<file path="config.mk">
export PLATFORM = sky130hd
export DESIGN_NAME = tft_timing_gen
export DESIGN_NICKNAME = d
export VERILOG_FILES = /design/src/rtl/tft_timing_pkg.sv /design/src/rtl/tft_pix_div.sv /design/src/rtl/tft_axis.sv /design/src/rtl/tft_timing_gen.sv
export SDC_FILE = /design/constraint.sdc
export NUM_CORES = 1
export LEC_CHECK = 0
export BUFFER_PORTS_ARGS = -buffer_cell sky130_fd_sc_hd__buf_2
export CAP_MARGIN = 30
export CELL_PAD_IN_SITES_DETAIL_PLACEMENT = 0
export CELL_PAD_IN_SITES_GLOBAL_PLACEMENT = 2
export CORE_ASPECT_RATIO = 1.4
export CORE_MARGIN = 2
export CORE_UTILIZATION = 29
export DETAILED_ROUTE_END_ITERATION = 6
export PLACE_DENSITY = 0.88
export SETUP_SLACK_MARGIN = 0.05
export SLEW_MARGIN = 15
export SYNTH_ARGS = -nofsm -noshare
export SYNTH_HDL_FRONTEND = slang
export SYNTH_SLANG_ARGS = --single-unit
</file>
<file path="constraint.sdc">
create_clock -name clk -period 4 [get_ports clk]
set_input_delay 0 -clock clk [delete_from_list [all_inputs] [get_ports clk]]
set_output_delay 0 -clock clk [all_outputs]
set_load 0.02 [all_outputs]
</file>
<file path="src/rtl/tft_timing_pkg.sv">
package tft_timing_pkg;

  typedef enum logic [1:0] {
    PH_SYNC  = 2'b00,
    PH_BACK  = 2'b01,
    PH_ACT   = 2'b10,
    PH_FRONT = 2'b11
  } phase_e;

  function automatic phase_e phase_after(input phase_e p);
    case (p)
      PH_SYNC:  return PH_BACK;
      PH_BACK:  return PH_ACT;
      PH_ACT:   return PH_FRONT;
      default:  return PH_SYNC;
    endcase
  endfunction

  function automatic int max2(input int a, input int b);
    return (a > b) ? a : b;
  endfunction

  function automatic int max4(input int a, input int b, input int c, input int d);
    return max2(max2(a, b), max2(c, d));
  endfunction

endpackage

</file>
<file path="src/rtl/tft_pix_div.sv">
module tft_pix_div #(
  parameter int DIV_W = 10
) (
  input  logic             clk,
  input  logic             rst_n,
  input  logic             en_i,
  input  logic [DIV_W-1:0] div_i,
  input  logic             rise_i,
  output logic             tick_o,
  output logic             pclk_o
);

  localparam logic [DIV_W-1:0] DIV_MIN = DIV_W'(1);

  function automatic logic [DIV_W-1:0] eff_div(input logic [DIV_W-1:0] v);
    return (v < DIV_MIN) ? DIV_MIN : v;
  endfunction

  logic [DIV_W-1:0] cnt_q;
  logic [DIV_W-1:0] lim;
  logic             half_q;
  logic             wrap;

  assign lim  = eff_div(div_i);
  assign wrap = (cnt_q >= lim);

  always_ff @(posedge clk or negedge rst_n) begin
    if (!rst_n) begin
      cnt_q  <= '0;
      half_q <= 1'b0;
    end else if (!en_i) begin
      cnt_q  <= '0;
      half_q <= 1'b0;
    end else if (wrap) begin
      cnt_q  <= '0;
      half_q <= ~half_q;
    end else begin
      cnt_q  <= cnt_q + 1'b1;
    end
  end

  assign tick_o = en_i & half_q & wrap;
  assign pclk_o = rise_i ? half_q : ~half_q;

endmodule

</file>
<file path="src/rtl/tft_axis.sv">
module tft_axis
  import tft_timing_pkg::*;
#(
  parameter int SYNC_W  = 8,
  parameter int BACK_W  = 7,
  parameter int ACT_W   = 11,
  parameter int FRONT_W = 8,
  parameter int CNT_W   = max4(SYNC_W, BACK_W, ACT_W, FRONT_W)
) (
  input  logic               clk,
  input  logic               rst_n,
  input  logic               en_i,
  input  logic               step_i,
  input  logic [SYNC_W-1:0]  sync_len_i,
  input  logic [BACK_W-1:0]  back_len_i,
  input  logic [ACT_W-1:0]   act_len_i,
  input  logic [FRONT_W-1:0] front_len_i,
  output phase_e             phase_o,
  output logic [CNT_W-1:0]   cnt_o,
  output logic               last_o
);

  phase_e           phase_q;
  logic [CNT_W-1:0] cnt_q;
  logic [CNT_W-1:0] seg_end;
  logic             seg_done;

  always_comb begin
    case (phase_q)
      PH_SYNC:  seg_end = CNT_W'(sync_len_i);
      PH_BACK:  seg_end = CNT_W'(back_len_i);
      PH_ACT:   seg_end = CNT_W'(act_len_i);
      default:  seg_end = CNT_W'(front_len_i);
    endcase
  end

  assign seg_done = (cnt_q >= seg_end);

  always_ff @(posedge clk or negedge rst_n) begin
    if (!rst_n) begin
      phase_q <= PH_SYNC;
      cnt_q   <= '0;
    end else if (!en_i) begin
      phase_q <= PH_SYNC;
      cnt_q   <= '0;
    end else if (step_i) begin
      if (seg_done) begin
        phase_q <= phase_after(phase_q);
        cnt_q   <= '0;
      end else begin
        cnt_q   <= cnt_q + 1'b1;
      end
    end
  end

  assign phase_o = phase_q;
  assign cnt_o   = cnt_q;
  assign last_o  = (phase_q == PH_FRONT) && seg_done;

endmodule

</file>
<file path="src/rtl/tft_timing_gen.sv">
module tft_timing_gen
  import tft_timing_pkg::*;
#(
  parameter int DIV_W  = 10,
  parameter int HSW_W  = 8,
  parameter int HBP_W  = 7,
  parameter int HACT_W = 11,
  parameter int HFP_W  = 8,
  parameter int VSW_W  = 6,
  parameter int VBP_W  = 8,
  parameter int VACT_W = 10,
  parameter int VFP_W  = 8
) (
  input  logic              clk,
  input  logic              rst_n,
  input  logic              en_i,
  input  logic [DIV_W-1:0]  cfg_div,
  input  logic [HSW_W-1:0]  cfg_hsync_w,
  input  logic [HBP_W-1:0]  cfg_hback,
  input  logic [HACT_W-1:0] cfg_hactive,
  input  logic [HFP_W-1:0]  cfg_hfront,
  input  logic [VSW_W-1:0]  cfg_vsync_w,
  input  logic [VBP_W-1:0]  cfg_vback,
  input  logic [VACT_W-1:0] cfg_vactive,
  input  logic [VFP_W-1:0]  cfg_vfront,
  input  logic              cfg_lend_en,
  input  logic              cfg_inv_hsync,
  input  logic              cfg_inv_vsync,
  input  logic              cfg_inv_de,
  input  logic              cfg_inv_lend,
  input  logic              cfg_sample_rise,
  output logic              pix_tick_o,
  output logic              pclk_o,
  output logic              hsync_o,
  output logic              vsync_o,
  output logic              de_o,
  output logic              lend_o,
  output logic [1:0]        h_phase_o,
  output logic [1:0]        v_phase_o,
  output logic [VACT_W-1:0] line_left_o,
  output logic [HACT_W-1:0] pix_x_o,
  output logic [VACT_W-1:0] pix_y_o
);

  localparam int HCNT_W = max4(HSW_W, HBP_W, HACT_W, HFP_W);
  localparam int VCNT_W = max4(VSW_W, VBP_W, VACT_W, VFP_W);

  // named internal events, observed by the bound checker
  logic              pix_tick;
  logic              line_done;
  logic              h_last;
  logic              v_last;
  phase_e            h_phase;
  phase_e            v_phase;
  logic [HCNT_W-1:0] h_cnt;
  logic [VCNT_W-1:0] v_cnt;
  logic              h_act;
  logic              v_act;

  tft_pix_div #(.DIV_W(DIV_W)) u_div (
    .clk    (clk),
    .rst_n  (rst_n),
    .en_i   (en_i),
    .div_i  (cfg_div),
    .rise_i (cfg_sample_rise),
    .tick_o (pix_tick),
    .pclk_o (pclk_o)
  );

  tft_axis #(
    .SYNC_W (HSW_W), .BACK_W (HBP_W), .ACT_W (HACT_W), .FRONT_W (HFP_W), .CNT_W (HCNT_W)
  ) u_hax (
    .clk         (clk),
    .rst_n       (rst_n),
    .en_i        (en_i),
    .step_i      (pix_tick),
    .sync_len_i  (cfg_hsync_w),
    .back_len_i  (cfg_hback),
    .act_len_i   (cfg_hactive),
    .front_len_i (cfg_hfront),
    .phase_o     (h_phase),
    .cnt_o       (h_cnt),
    .last_o      (h_last)
  );

  assign line_done = pix_tick & h_last;

  tft_axis #(
    .SYNC_W (VSW_W), .BACK_W (VBP_W), .ACT_W (VACT_W), .FRONT_W (VFP_W), .CNT_W (VCNT_W)
  ) u_vax (
    .clk         (clk),
    .rst_n       (rst_n),
    .en_i        (en_i),
    .step_i      (line_done),
    .sync_len_i  (cfg_vsync_w),
    .back_len_i  (cfg_vback),
    .act_len_i   (cfg_vactive),
    .front_len_i (cfg_vfront),
    .phase_o     (v_phase),
    .cnt_o       (v_cnt),
    .last_o      (v_last)
  );

  function automatic logic [VACT_W-1:0] lines_remaining(
    input phase_e ph, input logic [VACT_W-1:0] height, input logic [VACT_W-1:0] row);
    case (ph)
      PH_ACT:   return height - row;
      PH_FRONT: return '0;
      default:  return height;
    endcase
  endfunction

  assign h_act = (h_phase == PH_ACT);
  assign v_act = (v_phase == PH_ACT);

  assign pix_tick_o  = pix_tick;
  assign h_phase_o   = h_phase;
  assign v_phase_o   = v_phase;
  assign hsync_o     = (en_i & (h_phase == PH_SYNC)) ^ cfg_inv_hsync;
  assign vsync_o     = (en_i & (v_phase == PH_SYNC)) ^ cfg_inv_vsync;
  assign de_o        = (en_i & h_act & v_act) ^ cfg_inv_de;
  assign lend_o      = (en_i & cfg_lend_en & h_last) ^ cfg_inv_lend;
  assign line_left_o = lines_remaining(v_phase, cfg_vactive, v_cnt[VACT_W-1:0]);
  assign pix_x_o     = h_act ? h_cnt[HACT_W-1:0] : '0;
  assign pix_y_o     = v_act ? v_cnt[VACT_W-1:0] : '0;

endmodule

</file>
# == Word-level counts from Yosys, hierarchy flattened ==
# Index checks and enable logic that the tools add are counted.
# totals
regBits,36
word_cells,69
in_bits,85
# op_classes
n_mux,25
order_cmp,4
bitwise_logic,14
n_addsub,4
n_reduce_logical,5
n_eq_ne,11
# op_table
cell,n
10-bit 2-to-1 mux,7
11-bit 2-to-1 mux,4
11-bit one-hot mux with 3 select lines,1
10-bit one-hot mux with 3 select lines,1
10-bit by 1-bit adder with 10-bit output (second input constant),2
10-bit greater-or-equal comparator,2
10-bit one-hot mux with 2 select lines,1
2-bit 2-to-1 mux,6
2-bit one-hot mux with 3 select lines,2
11-bit by 1-bit adder with 11-bit output (second input constant),1
11-bit greater-or-equal comparator,1
10-bit by 1-bit < comparator with 1-bit output (second input constant),1
2-bit by 1-bit != test with 1-bit output (second input constant),5
10-bit subtractor,1
1-bit AND,9
2-bit equality test (second input constant),4
2-bit by 1-bit equality test with 1-bit output (second input constant),2
2-bit logical NOT,2
2-bit AND reduction,2
1-bit bitwise XOR,4
1-bit 2-to-1 mux,3
1-bit logical AND,1
1-bit inverter,1

# == Logic depth before layout (Yosys ltp) ==
# depth
ltp_word,7
ltp_mapped,14
depth_no_buf,12

# == Cells and area by module ==
# Synthesis repeated with hierarchy kept, for this count alone.
# hier_totals
hier_cells,451
hier_area_um2,3796.1
# by_module_without_submodules
module,cells_each,n_inst,area_each_um2
tft_axis (u_hax),133,1,1193.6
tft_axis (u_vax),122,1,1076.0
tft_pix_div,85,1,779.5
tft_timing_gen,111,1,747.0

# == Least setup slack after synthesis ==
# No wires, ideal clock.
# synth_path
path_kind,register to register
startpoint,"register u_vax.phase_q[0], in the netlist u_vax.phase_o[0]"
endpoint,"register u_vax.cnt_q[1], in the netlist u_vax.cnt_o[1]"
synth_period_minus_slack_ns,3.175
setup_time_ns,0.095
slack_ns,0.825
stages_incl_launch_ff,14
n_path_buf,2
arrival_time_ns,3.080
path_cell_list,dfrtp_1 > inv_1 > ha_1 > clkbuf_1 > a222oi_1 > a21oi_1 > ha_1 > nand2b_1 > a211oi_1 > o21ai_0 > a2111oi_2 > clkbuf_1 > nand2_1 > o31ai_1
# synth_via
elab_chain_len,6
elab_cells_between_ends,8
# synth_lines
item,line_no,source
from (decl),tft_axis.sv:23,phase_e phase_q;
from (signal assigned),tft_axis.sv:48,phase_q <= phase_after(phase_q);
"2-bit equality test, or another cell as far along",tft_axis.sv:29,case (phase_q)
10-bit one-hot mux with 3 select lines (*),tft_axis.sv:29,
10-bit greater-or-equal comparator (*),tft_axis.sv:37,assign seg_done = (cnt_q >= seg_end);
10-bit 2-to-1 mux (*),tft_axis.sv:47,if (seg_done) begin
10-bit 2-to-1 mux (*),tft_axis.sv:46,end else if (step_i) begin
10-bit 2-to-1 mux (*),tft_axis.sv:43,end else if (!en_i) begin
to (signal assigned),tft_axis.sv:51,cnt_q <= cnt_q + 1'b1;
to (decl),tft_axis.sv:24,logic [CNT_W-1:0] cnt_q;
# Mark *: on every way between the ends. The rest lies on a longest branch, timed or not. The select of a mux whose other input is x is not followed.
# A chain may end at the register's enable or synchronous reset.

# == Worst setup path after layout ==
# layout_path
startpoint,"register u_hax.phase_q[0], in the netlist u_hax.phase_o[0]"
endpoint,output port lend_o
# layout_via
elab_chain_len,6
elab_cells_between_ends,9
# layout_lines
item,line_no,source
from (decl),tft_axis.sv:23,
from (signal assigned),tft_axis.sv:48,
"2-bit equality test, or another cell as far along",tft_axis.sv:29,
11-bit one-hot mux with 3 select lines,tft_axis.sv:29,
11-bit greater-or-equal comparator,tft_axis.sv:37,
1-bit logical AND (*),tft_axis.sv:58,assign last_o = (phase_q == PH_FRONT) && seg_done;
1-bit AND (*),tft_timing_gen.sv:122,assign lend_o = (en_i & cfg_lend_en & h_last) ^ cfg_inv_lend;
1-bit bitwise XOR (*),tft_timing_gen.sv:122,
to (decl),tft_timing_gen.sv:37,"output logic lend_o,"
# Mark *: on every way between the ends. The rest lies on a longest branch, timed or not.

==> impl_metrics.ini <==
[status]
outcome = complete, no violations

[sta]
tns_ps = 0
hold-worst-slack_ps = 137
setup_violations = 0
finalCritPeriodShare_pct = 88.0
fin_ws_ps = 481
min_period_ps = 3520
tightest_slew_ps = 1020
maxSlewHeadroom_pct = 32.0
fmax_mhz = 284
finalClockSkew_ps = 6.14
rsz0062_at_grt = no
drv_slew = 0
finalHoldViolations = 0

[cells_and_area]
n_antenna_cell = 0
layout_commonest_cell = buf_2
final_util_pct = 36.7
drive_above_1_share_pct = 25.6
layout_common_cells = 125 x buf_2, 52 x ha_1, 42 x nand2_1
syn_to_final_growth_pct = 24.4
nets = 719

[clock_network]
clk_path_buf_depth = 2
clkSinkCount = 36
cts_tree = yes
cts_made_buffers = 5
cts_resized = 0
worst_skew_pair.late_latency_ps = 280
cts_max_level = 2
path_clk_slew_ps = 50
cts_root_buf = clkbuf_16

[hold_path]
hold_class = input port to register

[power_and_ir_drop]
leakage_nw = 2.33
power_frac_clock_pct = 22.6
powerDensity_nw_per_um2 = 343
p_int_uw = 936
switching_share_pct = 41.7
p_sw_uw = 671
irDropWorstVdd_uv = 190
comb_power_share_pct = 51.5
pwr-share-seq_pct = 25.9

[die]
die_y_um = 139
io-pin-count = 126
die_area_um2 = 13900
initial_core_util_pct = 29.5
fp.dieW_um = 100
coreArea_um2 = 12800
rows = 49

[setup_path]
cp.buffers_inverters = 2
critPathKind = register to output port
slowest_stage = ha_1
cpLargestDelayFamily = compound AO/OA/AOI/OAI gates
start_kind = register
cp_cell_sequence = inv_1 > ha_1 > a222oi_1 > nand2_1 > o21ai_0 > ha_1 > nand2_1 > o21ai_0 > a21oi_1 > o21ai_0 > nand4_1 > xnor2_1 > buf_2
critPathMaxFanout = 24
cp_slowest_stage_delay_ps = 640
required_ps = 4000
crit_arrival_ps = 3520
cp-end-kind = output port
worst_path_most_repeated_cell = o21ai_0

[global_route]
overflow = 0
gr-max-usage-layer = met2
grt_pass1_vias = 3955
gr-usage-met3_pct = 1.61
grt_util_all_layers_pct = 16.2
met2_usage_pct = 30.9
antenna_found_initial = 0
grt_use_met1_pct = 18.8
grt_max_degree = 37
grt_pass1_wl_um = 18600

[route]
first_pass_iters = 7
wl_per_cell_um = 15.5
via_per_inst = 5.29
drc = 0
detail-route-antenna-nets = 0
vias = 3883
finalWirelength_um = 11400
first_iter_violations = 201

[yosys]
synth_cells = 461
yosys_warnings = 0
ys.flop_type = dfrtp_1
ys_seq_elements = 36
synthesis.nets = 599
post_synth.cell_area_avg_um2 = 8.16
synth_area_um2 = 3760
ys_seq_area_share_pct = 24.0
synth_edf_count = 0
synth_cell_type_count = 59
async_flop_share_pct = 100

[place]
gp_congestion = 0.829
io_buffers = 125
hpwl_um = 9320
place_ws_ps = 585

[run]
cap_viol_max_count = 0
[power by group through the flow]
stage / logic, mW / registers (mW) / clock network [mW]
after floorplan: 0.552 / 0.422 / 0
after global placement: 0.822 / 0.420 / 0
after detailed placement: 0.836 / 0.422 / 0
after CTS: 0.839 / 0.416 / 0.376
after global routing: 0.924 / 0.420 / 0.393
final: 0.828 / 0.416 / 0.363
[timing repair]
| item | in CTS | in global routing |
|---|---|---|
| hold buffers | 1 | 0 |
| setup buffers | 0 | 0 |
| endpoints found under the hold margin | 36 | 0 |
[sequential cells by signal (all words and copies together), names as in the netlist]
register       count
u_div.cnt_q       10
u_div.half_q       1
u_hax.cnt_o       11
u_hax.phase_o      2
u_vax.cnt_o       10
u_vax.phase_o      2
[synth_stat cells, types with 4 or more instances]
master / number / area [um^2]
a211oi_1: 11 / 82.6
a21o_1: 5 / 37.5
a21oi_1: 27 / 135
a222oi_1: 13 / 130
and2_1: 11 / 68.8
and3_1: 6 / 37.5
clkbuf_1: 13 / 48.8
dfrtp_1: 36 / 901
ha_1: 52 / 651
inv_1: 39 / 146
nand2_1: 42 / 158
nand2b_1: 4 / 25.0
nand3_1: 19 / 95.1
nor2_1: 41 / 154
nor3_1: 8 / 40.0
o21a_1: 5 / 37.5
o21ai_0: 32 / 160
o2bb2ai_1: 8 / 70.1
o31ai_1: 8 / 60.1
or3_1: 5 / 31.3
or4_1: 7 / 52.6
xnor2_1: 11 / 96.3
xor2_1: 7 / 61.3
[worst paths after layout]
check / slack (ps) / to / depth (start not counted) / from
setup / recovery: 480 / lend_o / 13 / u_hax.phase_o[0]$_DFFE_PN0P_
hold / removal: 140 / u_hax.cnt_o[1]$_DFFE_PN0P_ / 3 / en_i
setup reg to reg: 610 / u_vax.phase_o[1]$_DFFE_PN0P_ / 12 / u_hax.phase_o[0]$_DFFE_PN0P_
hold reg to reg: 520 / u_div.cnt_q[0]$_DFF_PN0_ / 1 / u_div.cnt_q[0]$_DFF_PN0_
max in group asynchronous: 3110 / u_hax.cnt_o[8]$_DFFE_PN0P_ / 2 / rst_n
min in group asynchronous: 370 / u_div.cnt_q[7]$_DFF_PN0_ / 2 / rst_n
[routing by layer]
metal	routed length, um	part of all wire, %
met5	0	0
met1	4680	41
met2	6120	54
met3	397	3.5
met4	188	1.7
[layout make-up]
class                           instances  area (um^2)
Fill cell                            1360         8070
Multi-Input combinational cell        368         2630
Sequential cell                        36          901
Timing Repair Buffer                  131          673
Tap cell                              153          191
Inverter                               39          146
Clock buffer                            6          129
Clock inverter                          1         5.00
[tightest hold or removal path: stages]
cell,delay [ps]
buf_2,200
nand3_1,90
o21ai_0,70
[cell families after synthesis]
| logic type | count (synthesis) | share of synthesized area, % |
|---|---|---|
| AO/OA/AOI/OAI | 138 | 26.9 |
| XOR/XNOR | 18 | 4.19 |
| adder cells (fa/ha/maj) | 53 | 17.8 |
| buffers and inverters | 57 | 6.02 |
| flip-flops | 36 | 24.0 |
| multiplexers | 2 | 0.532 |
| AND/OR/NAND/NOR | 157 | 20.6 |
[stage by stage]
step | power (mW) | cells | cell area, um^2
floorplan | 0.974 | 461 | 3760
global placement | 1.24 | 726 | 4530
detailed placement | 1.26 | 726 | 4530
CTS | 1.63 | 734 | 4680
global route | 1.74 | 734 | 4680
finish | 1.61 | 734 | 4680
No activity file was read; power rests on OpenSTA's default activity.
